===== config.mk =====
export PLATFORM = sky130hd
export DESIGN_NAME = intr_seq
export DESIGN_NICKNAME = d
export VERILOG_FILES = /design/src/rtl/intr_seq_pkg.sv /design/src/rtl/intr_seq_ctrl.sv /design/src/rtl/intr_seq_regs.sv /design/src/rtl/intr_seq_addr.sv /design/src/rtl/intr_seq.sv
export SDC_FILE = /design/constraint.sdc
export NUM_CORES = 1
export LEC_CHECK = 0
export ABC_CLOCK_PERIOD_IN_PS = 4010
export CORE_AREA = 3 3 126 128
export DETAILED_ROUTE_END_ITERATION = 12
export DIE_AREA = 0 0 129 131
export DONT_BUFFER_PORTS = 1
export GPL_TIMING_DRIVEN = 1
export PLACE_DENSITY = 0.51
export SYNTH_ARGS = -nofsm -noshare
export SYNTH_HDL_FRONTEND = slang
export SYNTH_HIERARCHICAL = 1
export SYNTH_SLANG_ARGS = --single-unit

===== constraint.sdc =====
create_clock -name clk -period 4.01 [get_ports clk]
set_clock_uncertainty 0.1 [all_clocks]
set_input_delay 0.401 -clock clk [delete_from_list [all_inputs] [get_ports clk]]
set_output_delay 0.401 -clock clk [all_outputs]
set_load 0.005 [all_outputs]

===== src/rtl/intr_seq_pkg.sv =====
package intr_seq_pkg;

  typedef enum logic [3:0] {
    ST_IDLE    = 4'd0,
    ST_PUSH_F  = 4'd1,
    ST_PUSH_CS = 4'd2,
    ST_PUSH_IP = 4'd3,
    ST_VEC_IP  = 4'd4,
    ST_VEC_CS  = 4'd5,
    ST_POP_IP  = 4'd6,
    ST_POP_CS  = 4'd7,
    ST_POP_F   = 4'd8
  } seq_state_e;

  function automatic logic is_return(seq_state_e s);
    return (s == ST_POP_IP) || (s == ST_POP_CS) || (s == ST_POP_F);
  endfunction

endpackage


===== src/rtl/intr_seq_ctrl.sv =====
module intr_seq_ctrl
  import intr_seq_pkg::*;
#(
  parameter int TW = 8
) (
  input  logic          clk,
  input  logic          rst_n,
  input  logic          req_int,
  input  logic          req_iret,
  input  logic [TW-1:0] int_type,
  input  logic          mem_ready,
  output seq_state_e    state,
  output logic [TW-1:0] vtype,
  output logic          busy,
  output logic          done
);

  seq_state_e state_nxt;
  logic       done_nxt;
  logic       vtype_en;

  always_comb begin
    state_nxt = state;
    done_nxt  = 1'b0;
    vtype_en  = 1'b0;
    case (state)
      ST_IDLE: begin
        if (req_int) begin
          state_nxt = ST_PUSH_F;
          vtype_en  = 1'b1;
        end else if (req_iret) begin
          state_nxt = ST_POP_IP;
        end
      end
      ST_PUSH_F:  if (mem_ready) state_nxt = ST_PUSH_CS;
      ST_PUSH_CS: if (mem_ready) state_nxt = ST_PUSH_IP;
      ST_PUSH_IP: if (mem_ready) state_nxt = ST_VEC_IP;
      ST_VEC_IP:  if (mem_ready) state_nxt = ST_VEC_CS;
      ST_VEC_CS: begin
        if (mem_ready) begin
          state_nxt = ST_IDLE;
          done_nxt  = 1'b1;
        end
      end
      ST_POP_IP:  if (mem_ready) state_nxt = ST_POP_CS;
      ST_POP_CS:  if (mem_ready) state_nxt = ST_POP_F;
      ST_POP_F: begin
        if (mem_ready) begin
          state_nxt = ST_IDLE;
          done_nxt  = 1'b1;
        end
      end
      default: state_nxt = ST_IDLE;
    endcase
  end

  always_ff @(posedge clk or negedge rst_n) begin
    if (!rst_n) begin
      state <= ST_IDLE;
      done  <= 1'b0;
    end else begin
      state <= state_nxt;
      done  <= done_nxt;
    end
  end

  always_ff @(posedge clk or negedge rst_n) begin
    if (!rst_n) begin
      vtype <= '0;
    end else if (vtype_en) begin
      vtype <= int_type;
    end
  end

  assign busy = (state != ST_IDLE);

endmodule


===== src/rtl/intr_seq_regs.sv =====
module intr_seq_regs
  import intr_seq_pkg::*;
#(
  parameter int          DW        = 16,
  parameter int          TRACE_BIT = 8,
  parameter int          IEN_BIT   = 9,
  parameter logic [DW-1:0] FLAGS_RST = 16'h0002,
  parameter logic [DW-1:0] CS_RST    = 16'hFFFF,
  parameter logic [DW-1:0] IP_RST    = 16'h0000,
  parameter logic [DW-1:0] SP_RST    = 16'h0000
) (
  input  logic          clk,
  input  logic          rst_n,
  input  seq_state_e    state,
  input  logic          mem_ready,
  input  logic [DW-1:0] mem_rdata,
  input  logic          req_any,
  input  logic          ld_en,
  input  logic [DW-1:0] ld_flags,
  input  logic [DW-1:0] ld_cs,
  input  logic [DW-1:0] ld_ip,
  input  logic [DW-1:0] ld_sp,
  output logic [DW-1:0] flags,
  output logic [DW-1:0] cs,
  output logic [DW-1:0] ip,
  output logic [DW-1:0] sp
);

  localparam logic [DW-1:0] WORD_STEP = DW'(2);
  localparam logic [DW-1:0] CLR_MASK  = ~((DW'(1) << TRACE_BIT) | (DW'(1) << IEN_BIT));

  logic [DW-1:0] flags_nxt, cs_nxt, ip_nxt, sp_nxt;
  logic          flags_en, cs_en, ip_en, sp_en;

  always_comb begin
    flags_nxt = flags;
    cs_nxt    = cs;
    ip_nxt    = ip;
    sp_nxt    = sp;
    flags_en  = 1'b0;
    cs_en     = 1'b0;
    ip_en     = 1'b0;
    sp_en     = 1'b0;
    case (state)
      ST_IDLE: begin
        if (ld_en && !req_any) begin
          flags_nxt = ld_flags;
          cs_nxt    = ld_cs;
          ip_nxt    = ld_ip;
          sp_nxt    = ld_sp;
          flags_en  = 1'b1;
          cs_en     = 1'b1;
          ip_en     = 1'b1;
          sp_en     = 1'b1;
        end
      end
      ST_PUSH_F: begin
        flags_nxt = flags & CLR_MASK;
        sp_nxt    = sp - WORD_STEP;
        flags_en  = mem_ready;
        sp_en     = mem_ready;
      end
      ST_PUSH_CS, ST_PUSH_IP: begin
        sp_nxt = sp - WORD_STEP;
        sp_en  = mem_ready;
      end
      ST_VEC_IP: begin
        ip_nxt = mem_rdata;
        ip_en  = mem_ready;
      end
      ST_VEC_CS: begin
        cs_nxt = mem_rdata;
        cs_en  = mem_ready;
      end
      ST_POP_IP: begin
        ip_nxt = mem_rdata;
        sp_nxt = sp + WORD_STEP;
        ip_en  = mem_ready;
        sp_en  = mem_ready;
      end
      ST_POP_CS: begin
        cs_nxt = mem_rdata;
        sp_nxt = sp + WORD_STEP;
        cs_en  = mem_ready;
        sp_en  = mem_ready;
      end
      ST_POP_F: begin
        flags_nxt = mem_rdata;
        sp_nxt    = sp + WORD_STEP;
        flags_en  = mem_ready;
        sp_en     = mem_ready;
      end
      default: ;
    endcase
  end

  always_ff @(posedge clk or negedge rst_n) begin
    if (!rst_n) flags <= FLAGS_RST;
    else if (flags_en) flags <= flags_nxt;
  end

  always_ff @(posedge clk or negedge rst_n) begin
    if (!rst_n) cs <= CS_RST;
    else if (cs_en) cs <= cs_nxt;
  end

  always_ff @(posedge clk or negedge rst_n) begin
    if (!rst_n) ip <= IP_RST;
    else if (ip_en) ip <= ip_nxt;
  end

  always_ff @(posedge clk or negedge rst_n) begin
    if (!rst_n) sp <= SP_RST;
    else if (sp_en) sp <= sp_nxt;
  end

endmodule


===== src/rtl/intr_seq_addr.sv =====
module intr_seq_addr
  import intr_seq_pkg::*;
#(
  parameter int DW = 16,
  parameter int TW = 8,
  parameter int SEG_SHIFT = 4,
  localparam int AW = DW + SEG_SHIFT
) (
  input  seq_state_e    state,
  input  logic [DW-1:0] ss,
  input  logic [DW-1:0] sp,
  input  logic [DW-1:0] flags,
  input  logic [DW-1:0] cs,
  input  logic [DW-1:0] ip,
  input  logic [TW-1:0] vtype,
  output logic [AW-1:0] addr,
  output logic          rd,
  output logic          wr,
  output logic [DW-1:0] wdata
);

  localparam int VPAD = AW - TW - 2;

  logic [DW-1:0] offs;
  logic [AW-1:0] stk_addr;
  logic [AW-1:0] vec_addr;
  logic          use_vec;
  logic          hi_half;

  always_comb begin
    rd      = 1'b0;
    wr      = 1'b0;
    wdata   = '0;
    offs    = sp;
    use_vec = 1'b0;
    hi_half = 1'b0;
    case (state)
      ST_PUSH_F:  begin wr = 1'b1; wdata = flags; offs = sp - DW'(2); end
      ST_PUSH_CS: begin wr = 1'b1; wdata = cs;    offs = sp - DW'(2); end
      ST_PUSH_IP: begin wr = 1'b1; wdata = ip;    offs = sp - DW'(2); end
      ST_VEC_IP:  begin rd = 1'b1; use_vec = 1'b1; end
      ST_VEC_CS:  begin rd = 1'b1; use_vec = 1'b1; hi_half = 1'b1; end
      ST_POP_IP, ST_POP_CS, ST_POP_F: rd = 1'b1;
      default: ;
    endcase
  end

  assign stk_addr = {ss, {SEG_SHIFT{1'b0}}} + {{SEG_SHIFT{1'b0}}, offs};
  assign vec_addr = {{VPAD{1'b0}}, vtype, hi_half, 1'b0};
  assign addr     = use_vec ? vec_addr : stk_addr;

endmodule


===== src/rtl/intr_seq.sv =====
module intr_seq
  import intr_seq_pkg::*;
(
  input  logic        clk,
  input  logic        rst_n,
  input  logic        req_int,
  input  logic [7:0]  int_type,
  input  logic        req_iret,
  input  logic [15:0] stk_seg,
  input  logic        ld_en,
  input  logic [15:0] ld_flags,
  input  logic [15:0] ld_cs,
  input  logic [15:0] ld_ip,
  input  logic [15:0] ld_sp,
  output logic [19:0] mem_addr,
  output logic        mem_rd,
  output logic        mem_wr,
  output logic [15:0] mem_wdata,
  input  logic [15:0] mem_rdata,
  input  logic        mem_ready,
  output logic [15:0] ctx_flags,
  output logic [15:0] ctx_cs,
  output logic [15:0] ctx_ip,
  output logic [15:0] ctx_sp,
  output logic        busy,
  output logic        done
);

  localparam int DW = 16;
  localparam int TW = 8;

  seq_state_e    state;
  logic [TW-1:0] vtype;
  logic          req_any;

  assign req_any = req_int | req_iret;

  intr_seq_ctrl #(.TW(TW)) u_ctrl (
    .clk       (clk),
    .rst_n     (rst_n),
    .req_int   (req_int),
    .req_iret  (req_iret),
    .int_type  (int_type),
    .mem_ready (mem_ready),
    .state     (state),
    .vtype     (vtype),
    .busy      (busy),
    .done      (done)
  );

  intr_seq_regs #(.DW(DW)) u_regs (
    .clk       (clk),
    .rst_n     (rst_n),
    .state     (state),
    .mem_ready (mem_ready),
    .mem_rdata (mem_rdata),
    .req_any   (req_any),
    .ld_en     (ld_en),
    .ld_flags  (ld_flags),
    .ld_cs     (ld_cs),
    .ld_ip     (ld_ip),
    .ld_sp     (ld_sp),
    .flags     (ctx_flags),
    .cs        (ctx_cs),
    .ip        (ctx_ip),
    .sp        (ctx_sp)
  );

  intr_seq_addr #(.DW(DW), .TW(TW)) u_addr (
    .state (state),
    .ss    (stk_seg),
    .sp    (ctx_sp),
    .flags (ctx_flags),
    .cs    (ctx_cs),
    .ip    (ctx_ip),
    .vtype (vtype),
    .addr  (mem_addr),
    .rd    (mem_rd),
    .wr    (mem_wr),
    .wdata (mem_wdata)
  );

endmodule


==> key figures, run 1 <==
Global route
  – Vias in the first global route: 4827
  – Antenna violations before repair: 0
  – Maximum number of pins on one net before global-route repair: 78
  – Grt total ovfl: 0
  – First-pass GRT wire length: 26.7 mm
  – Gr usage total: 20.2%

Synth
  – Post-synthesis sequential area ratio: 33.0%
  – Dominant cells by area after synthesis: dfrtp_1, dfstp_2, mux2i_1
  – Synth Instances: 672
  – Yosys top cell area share: 25.4%
  – EDFF count, synth: 0
  – Yosys Warn Count: 6
  – FFs w/ async S/R, synth: 100%
  – #FFs+latches synth: 77
  – Cell Area, Synth: 0.00591 mm^2
  – Synth area leader: dfrtp_1
  – Net count after synthesis: 811
  – Syn avg cell area: 8.79 um^2
  – Netlist cell types: 76
  – Top_reg_cell synth: dfrtp_1

Critical path
  – Crit path DAT: 3.29 ns
  – Critical Path Max Stage Delay: 0.53 ns
  – Slowest cell on the critical path: dfrtp_1
  – CP Capture Type: primary output
  – CP Cell Sequence: nor2_1 > nand3b_1 > xnor2_1 > ha_1 > fa_1 > a21oi_1 > o211ai_1 > a21boi_0 > o21ai_0 > mux2i_1
  – Cell family with the largest share of critical-path delay: compound AO/OA/AOI/OAI gates
  – CP max FO: 10
  – CP bufs+invs: 0
  – Crit Path Class: reg -> out
  – Startpoint types: flip-flop
  – WP data required: 3.51 ns

Route
  – Via Count: 5072
  – WL final: 17.8 mm
  – Final ANT Viol Nets: 0
  – Post-route DRC: 0
  – Vias per inst: 5.90
  – Wire length per cell: 20.7 um
  – Pre-Repair DR Iteration Count: 8
  – First DRT Iteration DRCs: 382

Pwr
  – Sequential fraction of design power: 28.2%
  – Leak: 2.85 nW
  – Switching share of power: 49.0%
  – Int Power: 0.00311 W
  – Switching power: 0.00299 W
  – Comb pwr share: 58.8%
  – Clock Power Share: 13.0%
  – Pwr Density: 953 mW/mm^2
  – VDD IR-drop max: 318 uV

STA
  – Worst-margin pin slew: 1.07 ns
  – Final hold vios: 0
  – Endpoints failing setup: 0
  – Final Max Tran Viols: 0
  – Setup slack after layout: 0.218 ns
  – Fin crit share: 94.6%
  – Setup TNS: 0 ns
  – RSZ-0062 raised after global routing: no
  – Rel. slew slack: 28.7%
  – Max frequency: 264 MHz
  – Minimum clock period after layout: 3.79 ns

Floorplan
  – Chip Height: 131 um
  – Die area: 0.0169 mm^2
  – I/O pin total: 214
  – Std-Cell Rows: 45
  – Core Region: 0.0150 mm^2
  – Die width: 129 um
  – Initial Util: 39.5%

Place
  – Hpwl dp: 13.2 mm
  – Final GP Congestion: 0.869
  – Dpl ws: 0.573 ns
  – Placed Area: 0.00607 mm^2
  – # port buffers: 0

Clock tree
  – # hold bufs at CTS: 2
  – # resized after CTS: 0
  – H-Tree Level Count: 3
  – CTS buffer count: 9
  – CTS max path bufs: 2
  – CTS clock-pin slew for the worst setup and hold paths: 0.07 ns
  – Root Driver: clkbuf_16
  – Sink Count: 77
  – Setup bufs post-CTS: 0
  – TritonCTS clock tree: done
  – Clock Latency Late Sink: 0.34 ns

Final layout
  – Post-route cell area: 0.00640 mm^2
  – Area Growth Syn to Fin: 8.24%
  – Fin nets: 806
  – Ratio of cells with drive above 1 in the final layout: 11.9%
  – Diode count: 0
  – Filler Cell Count: 1501

Worst hold path
  – Hold Crit Class: in -> reg

Run
  – Max-cap violations: 0

Run status
  – Status: finished clean
[power groups by stage]
stage	sequential (W)	clock (W)	combinational [W]
after global routing	0.00179	0.000853	0.00403
final	0.00172	0.000791	0.00358
after floorplan	0.00160	0	0.00283
after detailed placement	0.00174	0	0.00353
after global placement	0.00173	0	0.00346
after CTS	0.00173	0.000816	0.00357
[cell usage after synthesis (all sizes together) (2+ instances only)]
| library cell | number |
|---|---|
| a2111oi | 2 |
| a211o | 6 |
| a211oi | 3 |
| a21boi | 5 |
| a21o | 8 |
| a21oi | 48 |
| a222oi | 16 |
| a22oi | 16 |
| a31oi | 8 |
| and2 | 5 |
| and3 | 6 |
| and4 | 4 |
| buf | 19 |
| clkbuf | 10 |
| dfrtp | 60 |
| dfstp | 17 |
| fa | 2 |
| ha | 27 |
| inv | 28 |
| mux2 | 10 |
| mux2i | 41 |
| nand2 | 88 |
| nand2b | 8 |
| nand3 | 14 |
| nand3b | 3 |
| nand4 | 9 |
| nand4b | 2 |
| nor2 | 54 |
| nor2b | 9 |
| nor3 | 17 |
| nor3b | 4 |
| nor4b | 2 |
| o2111ai | 3 |
| o211a | 2 |
| o211ai | 3 |
| o21a | 4 |
| o21ai | 56 |
| o21ba | 2 |
| o21bai | 5 |
| or2 | 5 |
| or3 | 3 |
| xnor2 | 21 |
| xor2 | 6 |
[worst paths after layout]
check	from	endpoint	slack (ns)	cells past startpoint
min in group asynchronous	rst_n	u_ctrl/vtype[7]$_DFFE_PN0P_	0.49	2
min	ld_sp[0]	u_regs/sp[0]$_DFFE_PN0P_	0.07	2
max	u_regs/sp[1]$_DFFE_PN0P_	mem_addr[14]	0.22	10
max reg2reg	u_ctrl/state[2]$_DFFE_PN0P_	u_regs/sp[8]$_DFFE_PN0P_	0.81	11
max in group asynchronous	rst_n	u_regs/cs[8]$_DFFE_PN1P_	2.92	2
min reg2reg	u_regs/cs[13]$_DFFE_PN1P_	u_regs/cs[13]$_DFFE_PN1P_	0.39	2
[per-stage QoR]
stage	hold WS [ns]	util [%]	power (W)	cells
2_1_floorplan	0.00541	-	0.00443	672
4_1_cts	0.0567	42.7	0.00612	860
6_report	0.0704	42.7	0.00609	860
3_5_place_dp	0.00974	40.6	0.00528	842
3_3_place_gp	0.00894	40.6	0.00520	842
5_1_grt	0.0744	42.7	0.00667	860
[layer usage]
metal,up-vias,GRT usage [%],routed length [um]
li1,2462,-,-
met1,2408,28.0,8010
met2,187,30.8,8120
met3,15,5.81,1440
met4,0,6.11,203
met5,-,0,0
[state kept, by name, indices dropped and copies added (netlist names)]
name          flops
u_regs/cs        16
u_ctrl/state      4
u_ctrl/vtype      8
u_regs/flags     16
u_regs/ip        16
u_regs/sp        16
u_ctrl/done       1
[placed cells by master (no fill, tap or decap), types with 15 or more instances in the layout]
| cell type | n |
|---|---|
| mux2i_1 | 41 |
| nor3_1 | 15 |
| o21ai_0 | 40 |
| nor2_1 | 50 |
| a21oi_1 | 47 |
| ha_1 | 27 |
| dfstp_2 | 17 |
| dfrtp_1 | 60 |
| inv_1 | 28 |
| a22oi_1 | 16 |
| nand2_1 | 87 |
| a222oi_1 | 16 |
| o21ai_1 | 15 |
| xnor2_1 | 21 |
[logic make-up (layout without fill, tap and decap cells)]
| group | Yosys count | after routing | synth area share, % |
|---|---|---|---|
| compound gates | 195 | 195 | 22.3 |
| xor+xnor | 27 | 27 | 4.00 |
| fa+ha+maj | 29 | 29 | 6.39 |
| buf+inv | 57 | 57 | 4.47 |
| flops | 77 | 77 | 33.0 |
| mux | 51 | 51 | 9.36 |
| simple gates | 236 | 236 | 20.5 |
[final cells by class]
class	instances	area, um^2	area share, %
clock buffers	9	225	3.52
well taps	188	235	3.68
repair buffers	13	120	1.88
multi-input cells	538	3700	57.9
clock inverters	7	58.8	0.919
flip-flops and latches	77	1950	30.5
inverters	28	105	1.64
(Power assumes the default switching activity.)
==> run 2: changes to the inputs <==
Settings changed: CORE_AREA 3 3 126 128 to 3 3 116 118, DIE_AREA 0 0 129 131 to 0 0 119 121, PLACE_DENSITY 0.51 to 0.56, SYNTH_HIERARCHICAL 1 to unset.
==> run 2 against run 1 <==
Compared with the run above:
- worst setup slack worse by 0.11 ns
- largest cell class unchanged
- worst hold slack worse by 0.015 ns
- first-iteration DRC count is 7.6% lower
- total power is 6.2% lower
- largest power group unchanged
- flip-flop and latch count stayed put
- critical path depth is 3 higher
- utilization is 7.9 points higher
- sequential share of layout area is 0.21 points higher
- synthesized area is 5.7% lower
- highest routed layer unchanged
==> key figures, run 2 <==
Place
  – # port buffers: 0
  – Placed cells: 815
  – Hpwl dp: 13.1 mm
  – Dpl ws: 0.162 ns
  – Final GP Congestion: 0.927

Synth
  – Synth Instances: 660
  – Net count after synthesis: 787
  – Count leader, synth: nand2_1
  – Yosys top cell area share: 26.9%
  – FFs w/ async S/R, synth: 100%
  – Mux contribution to synthesized area: 11.1%
  – Syn avg cell area: 8.45 um^2
  – Simple-gate share of the synthesized area: 18.5%
  – Yosys Warn Count: 0
  – Dominant cells by area after synthesis: dfrtp_1, dfstp_2, nand2_1
  – Synth area leader: dfrtp_1
  – Largest family of logic cells by synthesized area: compound AO/OA/AOI/OAI gates
  – Adder-cell share of the synthesized area: 3.95%
  – #FFs+latches synth: 77
  – Post-Synth XOR/XNOR Area: 4.40%
  – EDFF count, synth: 0
  – Top_reg_cell synth: dfrtp_1
  – Netlist cell types: 63
  – Synth top cells by count: nand2_1, nor2_1, o21ai_0
  – Synth Area in Compound Gates: 22.5%
  – Cell Area, Synth: 0.00557 mm^2
  – Post-synthesis sequential area ratio: 34.9%

Global route
  – Gr usage total: 24.8%
  – Grt total ovfl: 0
  – Antenna violations before repair: 0
  – Maximum number of pins on one net before global-route repair: 78
  – Vias in the first global route: 5159
  – First-pass GRT wire length: 28.2 mm

Floorplan
  – Std-Cell Rows: 41
  – I/O pin total: 214
  – Chip Height: 121 um
  – Die width: 119 um
  – Die area: 0.0144 mm^2
  – Core Region: 0.0126 mm^2
  – Initial Util: 44.4%

Critical path
  – Crit Path Class: reg -> out
  – Crit path DAT: 3.40 ns
  – CP Capture Type: primary output
  – Startpoint types: flip-flop
  – CP max FO: 5
  – R2r worst-path depth: 6
  – WP data required: 3.51 ns

Route
  – Via Count: 5086
  – Vias per inst: 6.06
  – Wire length per cell: 21.5 um
  – WL final: 18.1 mm
  – Post-route DRC: 0
  – First DRT Iteration DRCs: 353
  – Pre-Repair DR Iteration Count: 5
  – Final ANT Viol Nets: 0

Final layout
  – Most common cell after layout, fill and taps aside: nand2_1
  – Final std cells w/o fill: 839
  – Area Growth Syn to Fin: 14.1%
  – Multi-input gate area: 0.00351 mm^2
  – Filler Cell Count: 1241
  – Final core utilization: 50.6%
  – Diode count: 0
  – Reg area: 0.00195 mm^2
  – Fin nets: 789
  – Ratio of cells with drive above 1 in the final layout: 18.9%
  – Most frequent cells in the layout: nand2_1, nor2_1, o21ai_0, dfrtp_1, a21oi_1

Worst hold path
  – Hold depth: 1
  – Hold Crit Class: in -> reg

STA
  – RSZ-0062 raised after global routing: yes
  – Hold Slack: 0.0558 ns
  – Worst-margin pin slew: 1.16 ns
  – Endpoints failing setup: 0
  – Final Max Tran Viols: 0
  – Setup slack after layout: 0.109 ns
  – Minimum clock period after layout: 3.90 ns
  – Final hold vios: 0
  – Max frequency: 256 MHz
  – Rel. slew slack: 22.6%
  – Fin crit share: 97.3%

Pwr
  – Pwr Density: 899 mW/mm^2
  – Total power: 0.00572 W
  – Leak: 2.74 nW
  – VDD IR-drop max: 391 uV

Clock tree
  – TritonCTS clock tree: done
  – H-Tree Level Count: 3
  – CTS clock-pin slew for the worst setup and hold paths: 0.07 ns
  – Root Driver: clkbuf_16
  – Clock Latency Late Sink: 0.34 ns
  – Sink Count: 77
  – CTS max path bufs: 2
  – CTS buffer count: 9

Run status
  – Status: finished clean

Run
  – Max-cap violations: 0
-- run 2: final timing paths --
path	startpoint	to	slack, ns
max	u_regs.sp[2]$_DFFE_PN0P_	mem_addr[17]	0.11
min	mem_ready	u_ctrl.state[3]$_DFFE_PN0P_	0.06
max reg2reg	u_ctrl.state[0]$_DFFE_PN0P_	u_regs.sp[13]$_DFFE_PN0P_	1.28
min reg2reg	u_regs.cs[6]$_DFFE_PN1P_	u_regs.cs[6]$_DFFE_PN1P_	0.40
max in group asynchronous	rst_n	u_regs.cs[9]$_DFFE_PN1P_	2.89
min in group asynchronous	rst_n	u_regs.sp[14]$_DFFE_PN0P_	0.53
-- run 2: kinds of logic (layout without fill, tap and decap cells) --
family / after synthesis / in the layout
compound gates: 202 / 202
xor+xnor: 28 / 28
fa+ha+maj: 17 / 17
buf+inv: 55 / 62
flops: 77 / 77
mux: 59 / 59
simple gates: 222 / 222
-- run 2: stage by stage --
step / cell area, um^2 / TNS (ns)
6_report: 6360 / 0
5_1_grt: 6360 / -0.177
4_1_cts: 6220 / 0
3_5_place_dp: 5800 / 0
3_3_place_gp: 5800 / 0
2_1_floorplan: 5570 / 0
-- run 2: where the power goes --
part | switching (W) | internal (W)
combinational | 0.00187 | 0.00125
sequential | 0.000430 | 0.00120
clock | 0.000340 | 0.000628
-- run 2: what timing repair did --
| item | 4_1_cts | 5_1_grt |
|---|---|---|
| pin swaps | 1 | 16 |
| hold buffers | 2 | 0 |
| gates resized for setup | 9 | 23 |
| endpoints found under the setup margin | 6 | 10 |
| setup buffers | 1 | 5 |
| hold endpoints to repair | 77 | 0 |
-- run 2: area by class of cell --
class                      instances  area share (%)
multi-input combinational        528            55.2
sequential                        77            30.7
timing repair buffer              37            4.72
clock buffer                      11            3.82
tap                              172            3.38
clock inverter                     5            1.69
inverter                           9           0.531
-- run 2: critical path, stage by stage (launching register included) --
cell and delay, ns:
dfrtp_1 0.40, inv_2 0.10, ha_4 0.14, or3b_4 0.41
nor4b_4 0.36, nand2_1 0.11, xnor2_1 0.15, ha_1 0.36
nand2_1 0.11, o21ai_2 0.08, or3_4 0.39, o211ai_1 0.21
xor2_1 0.16, nor2_1 0.08
-- run 2: layer usage --
layer	global-route usage (%)	vias up	wire, um
met5	0	-	0
met4	8.76	0	287
met3	5.97	17	1340
met2	44.3	214	9350
met1	29.1	2464	7090
li1	-	2391	-
==> run 3: changes to the inputs <==
Settings changed: RECOVER_POWER set to 50.
==> run 3 against run 2 <==
Compared with the run above:
- the run now ends with capacitance limit, slew limit left
- wire length decreased by 0.33%
- flip-flop and latch count unchanged
- worst setup slack about the same
- via count decreased by 0.61%
- utilization decreased by 0.19 points
- combinational power about the same
- cell area decreased by 0.37%
- sequential share of layout area increased by 0.095 points
- global-route usage unchanged
- worst hold slack about the same
==> key figures, run 3 (synthesis results as in run 2) <==
Run status
  – Status: finished with violations
  – Failing checks: capacitance limit, slew limit

Critical path
  – CP max FO: 5
  – CP bufs+invs: 1
  – Most prevalent standard cell on the critical path: nand2_1
  – CP Cell Sequence: inv_2 > ha_4 > or3b_4 > nor4b_4 > nand2_1 > xnor2_1 > ha_1 > nand2_1 > o21ai_2 > or3_4 > o211ai_1 > xor2_1 > nor2_1
  – Slowest cell on the critical path: or3b_4
  – Cell family with the largest share of critical-path delay: simple AND/OR/NAND/NOR gates
  – WP data required: 3.51 ns
  – Startpoint types: flip-flop
  – Critical Path Max Stage Delay: 0.41 ns
  – Crit path DAT: 3.40 ns
  – CP Capture Type: primary output
  – Crit Path Class: reg -> out

STA
  – Minimum clock period after layout: 3.90 ns
  – Setup TNS: 0 ns
  – Final hold vios: 0
  – Setup slack after layout: 0.110 ns
  – Final Max Tran Viols: 78
  – RSZ-0062 raised after global routing: yes
  – Max frequency: 256 MHz
  – Endpoints failing setup: 0
  – Rel. slew slack: -34.7%
  – Fin crit share: 97.3%
  – Worst-margin pin slew: 2.02 ns

Clock tree
  – CTS max path bufs: 2
  – Sink Count: 77
  – H-Tree Level Count: 3
  – TritonCTS clock tree: done
  – Clock Latency Late Sink: 0.34 ns
  – CTS clock-pin slew for the worst setup and hold paths: 0.07 ns
  – Root Driver: clkbuf_16
  – CTS buffer count: 9

Pwr
  – Leak: 2.73 nW
  – Pwr Density: 898 mW/mm^2
  – Switching share of power: 46.3%
  – Sequential fraction of design power: 28.3%
  – Int Power: 0.00306 W
  – VDD IR-drop max: 387 uV
  – Comb pwr share: 54.7%
  – Clock Power Share: 17.0%
  – Switching power: 0.00263 W

Place
  – Final GP Congestion: 0.927
  – # port buffers: 0
  – Placed cells: 815
  – Dpl ws: 0.162 ns
  – Hpwl dp: 13.1 mm

Floorplan
  – Initial Util: 44.4%
  – I/O pin total: 214
  – Die area: 0.0144 mm^2
  – Chip Height: 121 um
  – Core Region: 0.0126 mm^2
  – Std-Cell Rows: 41
  – Die width: 119 um

Global route
  – First-pass GRT wire length: 28.2 mm
  – Antenna violations before repair: 0
  – Vias in the first global route: 5159
  – Gr usage total: 24.8%
  – Maximum number of pins on one net before global-route repair: 78
  – Grt total ovfl: 0

Final layout
  – Most frequent cells in the layout: nand2_1, nor2_1, o21ai_0, dfrtp_1, a21oi_1
  – Diode count: 0
  – Multi-input gate area: 0.00351 mm^2
  – Filler Cell Count: 1245
  – Final std cells w/o fill: 839
  – Most common cell after layout, fill and taps aside: nand2_1
  – Reg area: 0.00195 mm^2
  – Area Growth Syn to Fin: 13.7%
  – Fin nets: 789
  – Ratio of cells with drive above 1 in the final layout: 17.1%

Route
  – Vias per inst: 6.03
  – WL final: 18.0 mm
  – Post-route DRC: 0
  – Pre-Repair DR Iteration Count: 4
  – First DRT Iteration DRCs: 320
  – Wire length per cell: 21.5 um
  – Final ANT Viol Nets: 0
  – Via Count: 5055

Worst hold path
  – Hold Crit Class: in -> reg

Run
  – Max-cap violations: 1
## run 3: per-layer routing
layer	track usage [%]	part of all wire [%]	vias up
met5	0	0	-
met4	8.76	1.8	0
met3	5.97	7.3	20
met2	44.3	51	206
met1	29.1	39	2435
li1	-	-	2394
## run 3: per-stage QoR
step	total power (W)	area [um^2]	util (%)	hold slack [ns]
floorplan	0.00373	5570	-	0.00541
global placement	0.00455	5800	46.1	0.00902
detailed placement	0.00462	5800	46.1	0.00824
CTS	0.00565	6220	49.5	0.0417
global route	0.00615	6340	50.4	0.0364
finish	0.00569	6340	50.4	0.0561
## run 3: power groups by stage
stage	Sequential, W	Clock [W]	Combinational, W
finish	0.00161	0.000969	0.00311
global route	0.00167	0.00102	0.00346
CTS	0.00162	0.000995	0.00304
detailed placement	0.00162	0	0.00299
global placement	0.00161	0	0.00294
floorplan	0.00149	0	0.00224
## run 3: cell type report
type | instances | share of cell area (%)
Sequential cell | 77 | 30.8
Clock inverter | 5 | 1.70
Multi-Input combinational cell | 528 | 55.4
Timing Repair Buffer | 37 | 4.38
Tap cell | 172 | 3.40
Clock buffer | 11 | 3.83
Inverter | 9 | 0.533
## run 3: path summary, 6_finish.rpt
path | from | to | slack (ns) | cells past startpoint
max in group asynchronous | rst_n | u_regs.sp[4]$_DFFE_PN0P_ | 1.42 | 2
setup / recovery | u_regs.sp[2]$_DFFE_PN0P_ | mem_addr[17] | 0.11 | 13
setup reg to reg | u_ctrl.state[0]$_DFFE_PN0P_ | u_regs.sp[13]$_DFFE_PN0P_ | 1.27 | 6
min in group asynchronous | rst_n | u_regs.sp[14]$_DFFE_PN0P_ | 1.05 | 2
hold reg to reg | u_ctrl.vtype[7]$_DFFE_PN0P_ | u_ctrl.vtype[7]$_DFFE_PN0P_ | 0.40 | 1
hold / removal | mem_ready | u_ctrl.state[3]$_DFFE_PN0P_ | 0.06 | 1
## run 3: timing repair
item | in CTS | in global routing
resized for setup | 9 | 23
endpoints found under the hold margin | 77 | 0
buffers inserted | 1 | 5
endpoints found under the setup margin | 6 | 10
hold buffers | 2 | 0
pin swaps | 1 | 16
